$ cat src/rtl/eth_pkg.sv
package eth_pkg;
    typedef enum logic [1:0] {
        ST_IDLE   = 2'd0,
        ST_RUN    = 2'd1,
        ST_FINISH = 2'd2,
        ST_HOLD   = 2'd3
    } eth_state_e;
endpackage

$ cat src/rtl/eth_change_detect.sv
module eth_change_detect #(
    parameter int NBITS = 336
) (
    input  logic             clk,
    input  logic             rst_n,
    input  logic             clear_i,
    input  logic             load_i,
    input  logic [NBITS-1:0] bits_i,
    output logic             changed_o
);
    logic [NBITS-1:0] hist_q;
    logic [NBITS-1:0] diff;

    // one XOR per stored decision
    for (genvar g = 0; g < NBITS; g++) begin : g_xor
        assign diff[g] = hist_q[g] ^ bits_i[g];
    end

    // wide OR over all XOR outputs
    assign changed_o = |diff;

    always_ff @(posedge clk or negedge rst_n) begin
        if (!rst_n)       hist_q <= '0;
        else if (clear_i) hist_q <= '0;
        else if (load_i)  hist_q <= bits_i;
    end

    // once a vector is loaded, presenting the same vector again reads as no change
    p_reload_quiet_r2: assert property (@(posedge clk) disable iff (!rst_n)
        (load_i && !clear_i) ##1 $stable(bits_i) |-> !changed_o);
endmodule

$ cat src/rtl/eth_progress.sv
module eth_progress #(
    parameter int LAYERS   = 4,
    parameter int MAX_ITER = 12,
    parameter int ITER_W   = 4
) (
    input  logic              clk,
    input  logic              rst_n,
    input  logic              clear_i,
    input  logic              step_i,
    input  logic              changed_i,
    input  logic [ITER_W-1:0] iter_i,
    output logic              quiet_hit_o,
    output logic              cap_hit_o
);
    localparam int CW = $clog2(LAYERS + 1);
    localparam logic [CW-1:0]     LAST_POS = CW'(LAYERS - 1);
    localparam logic [ITER_W-1:0] LAST_IT  = ITER_W'(MAX_ITER - 1);

    logic [CW-1:0] quiet_q;
    logic [CW-1:0] pos_q;
    logic          quiet_layer;

    assign quiet_layer = !changed_i && (iter_i != '0);
    assign quiet_hit_o = step_i && quiet_layer && (quiet_q == LAST_POS);
    assign cap_hit_o   = step_i && (iter_i >= LAST_IT) && (pos_q == LAST_POS);

    always_ff @(posedge clk or negedge rst_n) begin
        if (!rst_n) begin
            quiet_q <= '0;
            pos_q   <= '0;
        end else if (clear_i) begin
            quiet_q <= '0;
            pos_q   <= '0;
        end else if (step_i) begin
            quiet_q <= quiet_layer ? ((quiet_q == CW'(LAYERS)) ? quiet_q : quiet_q + 1'b1) : '0;
            pos_q   <= (pos_q == LAST_POS) ? '0 : pos_q + 1'b1;
        end
    end

    // the quiet run never exceeds one iteration's worth of layers
    p_quiet_bound_r3: assert property (@(posedge clk) disable iff (!rst_n)
        quiet_q <= CW'(LAYERS));
    // a strobe in iteration 0 never completes a quiet run
    p_no_quiet_first_r4: assert property (@(posedge clk) disable iff (!rst_n)
        (step_i && iter_i == '0) |-> !quiet_hit_o);
    // a changed strobe restarts the run
    p_change_restarts_r5: assert property (@(posedge clk) disable iff (!rst_n)
        (step_i && changed_i && !clear_i) |=> quiet_q == '0);
endmodule

$ cat src/rtl/eth_early_stop.sv
module eth_early_stop
    import eth_pkg::*;
#(
    parameter int NBITS    = 336,
    parameter int LAYERS   = 4,
    parameter int MAX_ITER = 12,
    parameter int ITER_W   = 4
) (
    input  logic              clk,
    input  logic              rst_n,
    input  logic              start_i,
    input  logic              layer_done_i,
    input  logic [NBITS-1:0]  post_sign_i,
    input  logic [ITER_W-1:0] iter_idx_i,
    output logic              stop_o,
    output logic              done_o
);
    eth_state_e state_q, state_d;
    logic       step;
    logic       changed;
    logic       quiet_hit;
    logic       cap_hit;
    logic       decide;
    logic       stop_q, done_q;

    assign step   = (state_q == ST_RUN) && layer_done_i && !start_i;
    assign decide = quiet_hit || cap_hit;

    eth_change_detect #(.NBITS(NBITS)) u_detect (
        .clk       (clk),
        .rst_n     (rst_n),
        .clear_i   (start_i),
        .load_i    (step),
        .bits_i    (post_sign_i),
        .changed_o (changed)
    );

    eth_progress #(.LAYERS(LAYERS), .MAX_ITER(MAX_ITER), .ITER_W(ITER_W)) u_progress (
        .clk         (clk),
        .rst_n       (rst_n),
        .clear_i     (start_i),
        .step_i      (step),
        .changed_i   (changed),
        .iter_i      (iter_idx_i),
        .quiet_hit_o (quiet_hit),
        .cap_hit_o   (cap_hit)
    );

    always_comb begin
        state_d = state_q;
        unique case (state_q)
            ST_IDLE:   if (start_i) state_d = ST_RUN;
            ST_RUN:    if (start_i) state_d = ST_RUN;
                       else if (step && decide) state_d = ST_FINISH;
            ST_FINISH: state_d = start_i ? ST_RUN : ST_HOLD;
            ST_HOLD:   if (start_i) state_d = ST_RUN;
            default:   state_d = ST_IDLE;
        endcase
    end

    always_ff @(posedge clk or negedge rst_n) begin
        if (!rst_n) state_q <= ST_IDLE;
        else        state_q <= state_d;
    end

    always_ff @(posedge clk or negedge rst_n) begin
        if (!rst_n) begin
            stop_q <= 1'b0;
            done_q <= 1'b0;
        end else begin
            done_q <= (state_q == ST_FINISH) && !start_i;
            if (start_i)            stop_q <= 1'b0;
            else if (step && decide) stop_q <= 1'b1;
        end
    end

    assign stop_o = stop_q;
    assign done_o = done_q;

    // nothing is flagged before the first start
    p_idle_silent_r1: assert property (@(posedge clk) disable iff (!rst_n)
        (state_q == ST_IDLE) |-> (!stop_o && !done_o));
    // stop holds until start
    p_stop_held_r7: assert property (@(posedge clk) disable iff (!rst_n)
        (stop_o && !start_i) |=> stop_o);
    // done follows the rise of stop by one cycle
    p_done_follows_r8: assert property (@(posedge clk) disable iff (!rst_n)
        ($rose(stop_o) && !start_i) |-> ##1 done_o);
    // done is a single-cycle pulse
    p_done_single_r8: assert property (@(posedge clk) disable iff (!rst_n)
        done_o |=> !done_o);
    // start clears the outputs
    p_start_clears_r9: assert property (@(posedge clk) disable iff (!rst_n)
        start_i |=> (!stop_o && !done_o));
endmodule

$ cat config.mk
export PLATFORM = sky130hd
export DESIGN_NAME = eth_early_stop
export DESIGN_NICKNAME = d
export VERILOG_FILES = /design/src/rtl/eth_pkg.sv /design/src/rtl/eth_change_detect.sv /design/src/rtl/eth_progress.sv /design/src/rtl/eth_early_stop.sv
export SDC_FILE = /design/constraint.sdc
export NUM_CORES = 1
export LEC_CHECK = 0
export BUFFER_PORTS_ARGS = -buffer_cell sky130_fd_sc_hd__buf_4
export CORE_UTILIZATION = 53
export CTS_BUF_LIST = sky130_fd_sc_hd__clkbuf_2
export DETAILED_ROUTE_END_ITERATION = 8
export PLACE_DENSITY = 0.88
export SLEW_MARGIN = 0
export SYNTH_ARGS = -nofsm -noshare
export SYNTH_HDL_FRONTEND = slang
export SYNTH_HIERARCHICAL = 1
export SYNTH_SLANG_ARGS = --single-unit
$ cat constraint.sdc
create_clock -name clk -period 3 [get_ports clk]
set_input_delay 0.3 -clock clk [delete_from_list [all_inputs] [get_ports clk]]
set_output_delay 0.3 -clock clk [all_outputs]
set_load 0.1 [all_outputs]
==> results.ini <==
[placed_design]
dp_hpwl_mm=33.0
place_area_sq_um=20800
place_congestion=0.834
io_buffers=345
numPlacedInstances=2334

[cells_and_area]
area_growth_pct=46.2
num-fill-cells=1768
fin_cells=2911
fin_util_pct=79.1
post-route-cell-area_sq_um=25900
drive_above_1_share_pct=22.1
final_nets=2740

[pwr]
swShare_pct=35.0
vdd_drop_max_mv=0.388
p_leak_nw=11.8
power_density_nw_per_um2=493
p_switching_mw=4.46
pwr-share-seq_pct=42.9
intPower_mw=8.28
combPwrFrac_pct=30.4
p_clk_share_pct=26.8

[grt]
grt_pass1_wl_mm=100
grt_util_met1_pct=39.1
met3_usage_pct=16.0
antenna_found_initial=19
grt_pass1_vias=18400
grt_use_total_pct=39.5
met2_usage_pct=65.3
grt_max_degree=218
gr-max-usage-layer=met2
globalRouteOverflowTotal=0

[timing]
setup_violations=4
hold_violations=0
fin_skew_ns=0.0788
layout_setup_ws_ns=-0.0148
rsz0062_at_grt=true
tightest_slew_ns=1.09
drv_slew=0
fin_crit_ns=3.01
min_period_over_period_pct=100
relSlewSlack_pct=27.4
fmax_ghz=0.332

[synth]
synth_nets=1947
ys_ff_latch=346
syn-cell-area_sq_um=17700
yosysSeqAreaShare_pct=49.0
synth_top_area_share_pct=49.0
ys_types=32
synth_area_per_cell_sq_um=11.1
yosys.area.top_type=dfrtp_1
synthTopCellsByArea=dfrtp_1 49%, mux2i_1 19%, xnor2_1 11%
yosysWarningCount=6
postSynthCellCount=1596

[worst_hold_path]
worstHoldPathType=primary input to register
min_from=post_sign_i[37]

[clock_network]
clock_latency_ns=1.01
cts.sinks=346
numCtsBuffers=91
tritoncts=done
cts_max_level=3
cts_root_buf=clkbuf_2
ctsLongestPathBuffers=3
clk_pin_slew_ns=0.14

[worst_setup_path]
crit_path_start_kind=register
crit_required_ns=3.93
cp-startpoint=u_detect/hist_q[306]
cp_max_fo=3
worst-setup-path-type=register to register
cp-end-kind=register
r2r_start=u_detect/hist_q[306]
cp_data_arrival_time_ns=3.95
reg2reg_setup_slack_ns=-0.01

[floorplan]
initial_utilization_pct=54.1
ioPinCount=346
core_area_sq_um=32700
dieHeight_microns=185
die_w_microns=185
row_count=66
die-area_sq_um=34100

[route]
vias=16500
drt.antenna.violating_nets=0
drc=0
via_per_inst=5.67
wl_mm=67.0
wl_per_cell_microns=23.0
first_pass_iters=6
first_iter_violations=1294

[run_status]
status=finished with violations
violations=setup timing

[job]
maxCapViolCount=0

[layer usage]
metal	vias to the layer above	share of wire [%]
met2	1010	49
met5	-	0.13
met1	8034	34
met3	422	8.8
li1	7038	-
met4	14	7.9
[cell usage in the layout (no fill, tap or decap), types with 30 or more instances in the layout]
cell type,count
dlygate4sd3_1,402
xor2_1,112
buf_4,360
clkbuf_2,134
dfrtp_1,346
mux2i_1,337
nand4_1,66
nor4_1,30
xnor2_1,220
nor2_1,339
[worst paths after layout]
| kind | endpoint | cells past startpoint |
|---|---|---|
| min reg2reg | stop_o | 2 |
| min in group asynchronous | u_detect/hist_q[172] | 4 |
| min | u_detect/hist_q[37] | 4 |
| max | state_q[0] | 10 |
| max reg2reg | state_q[0] | 10 |
| max in group asynchronous | u_detect/hist_q[85] | 4 |
[per-stage QoR]
step	power (mW)	hold WS, ns	worst slack, ns	TNS (ns)
floorplan	7.50	0.00441	0.707	0
finish	12.7	0.0902	-0.0148	-0.0433
global route	13.3	0.0523	-0.197	-0.342
CTS	12.2	0.00646	0.0209	0
global placement	8.33	0.361	-0.543	-1.75
detailed placement	8.49	0.374	-0.490	-1.49
[logic make-up after synthesis]
| kind of cell | count (synthesis) | share of synthesized area [%] |
|---|---|---|
| xor gates and xnor gates | 336 | 16.6 |
| buffers and inverters | 81 | 2.17 |
| muxes | 337 | 19.1 |
| and+or+nand+nor | 475 | 12.1 |
| adders and majority gates | 7 | 0.495 |
| AOI/OAI and AO/OA | 14 | 0.566 |
| DFF | 346 | 49.0 |
[sequential cells by signal, indices dropped and copies added (netlist names)]
register / flops
stop_o: 1
u_progress/quiet_q: 3
u_progress/pos_q: 3
done_o: 1
state_q: 2
u_detect/hist_q: 336
[synthesized netlist by cell type]
cell,n
a21boi_2,1
nor4_2,2
o31ai_1,4
o21ai_1,1
a2111o_1,1
o31a_1,1
or4b_1,1
nand3b_1,1
nor2b_1,2
nor3_1,2
clkbuf_1,37
nand4bb_1,1
mux2i_1,337
nand4_1,66
nor4b_1,1
buf_2,28
xor2_1,112
xnor2_1,224
nor2_1,340
nand3_1,2
buf_4,10
nand2b_1,7
nor4_1,43
nor2_4,1
nand2_1,5
inv_1,5
buf_6,1
a21oi_1,5
a211o_1,1
ha_1,7
dfrtp_1,346
and3b_1,1
[final cells by class]
type	count	area, sq um	area share, %
inverters	5	18.8	0.0726
multi-input cells	1169	8800	34.1
repair buffers	776	6990	27.1
clock buffers	134	671	2.59
well taps	442	553	2.14
flip-flops and latches	346	8660	33.5
clock inverters	20	108	0.416
diodes	19	47.5	0.184
[power groups by stage]
| stage | logic, mW | clock network, mW | registers, mW |
|---|---|---|---|
| after floorplan | 2.09 | 0 | 5.41 |
| after global placement | 2.90 | 0 | 5.44 |
| after detailed placement | 3.02 | 0 | 5.47 |
| after CTS | 3.54 | 3.31 | 5.39 |
| after global routing | 4.08 | 3.73 | 5.48 |
| final | 3.87 | 3.41 | 5.46 |
[what timing repair did]
item	CTS	global route
gates resized for setup	9	19
buffers inserted	0	1
endpoints found under the setup margin	5	8
hold buffers	403	0
pin swaps	3	18
endpoints found under the hold margin	689	0
[worst max-delay path: stages (launching register included)]
cell	delay, ns
dfrtp_1	0.41
xnor2_1	0.20
nand4_1	0.43
nor4_2	0.32
nand4_1	0.26
nor4_4	0.37
nand3_2	0.18
nor3_4	0.18
o21ai_2	0.10
a21oi_1	0.23
mux2i_1	0.27
(Power assumes the default switching activity.)
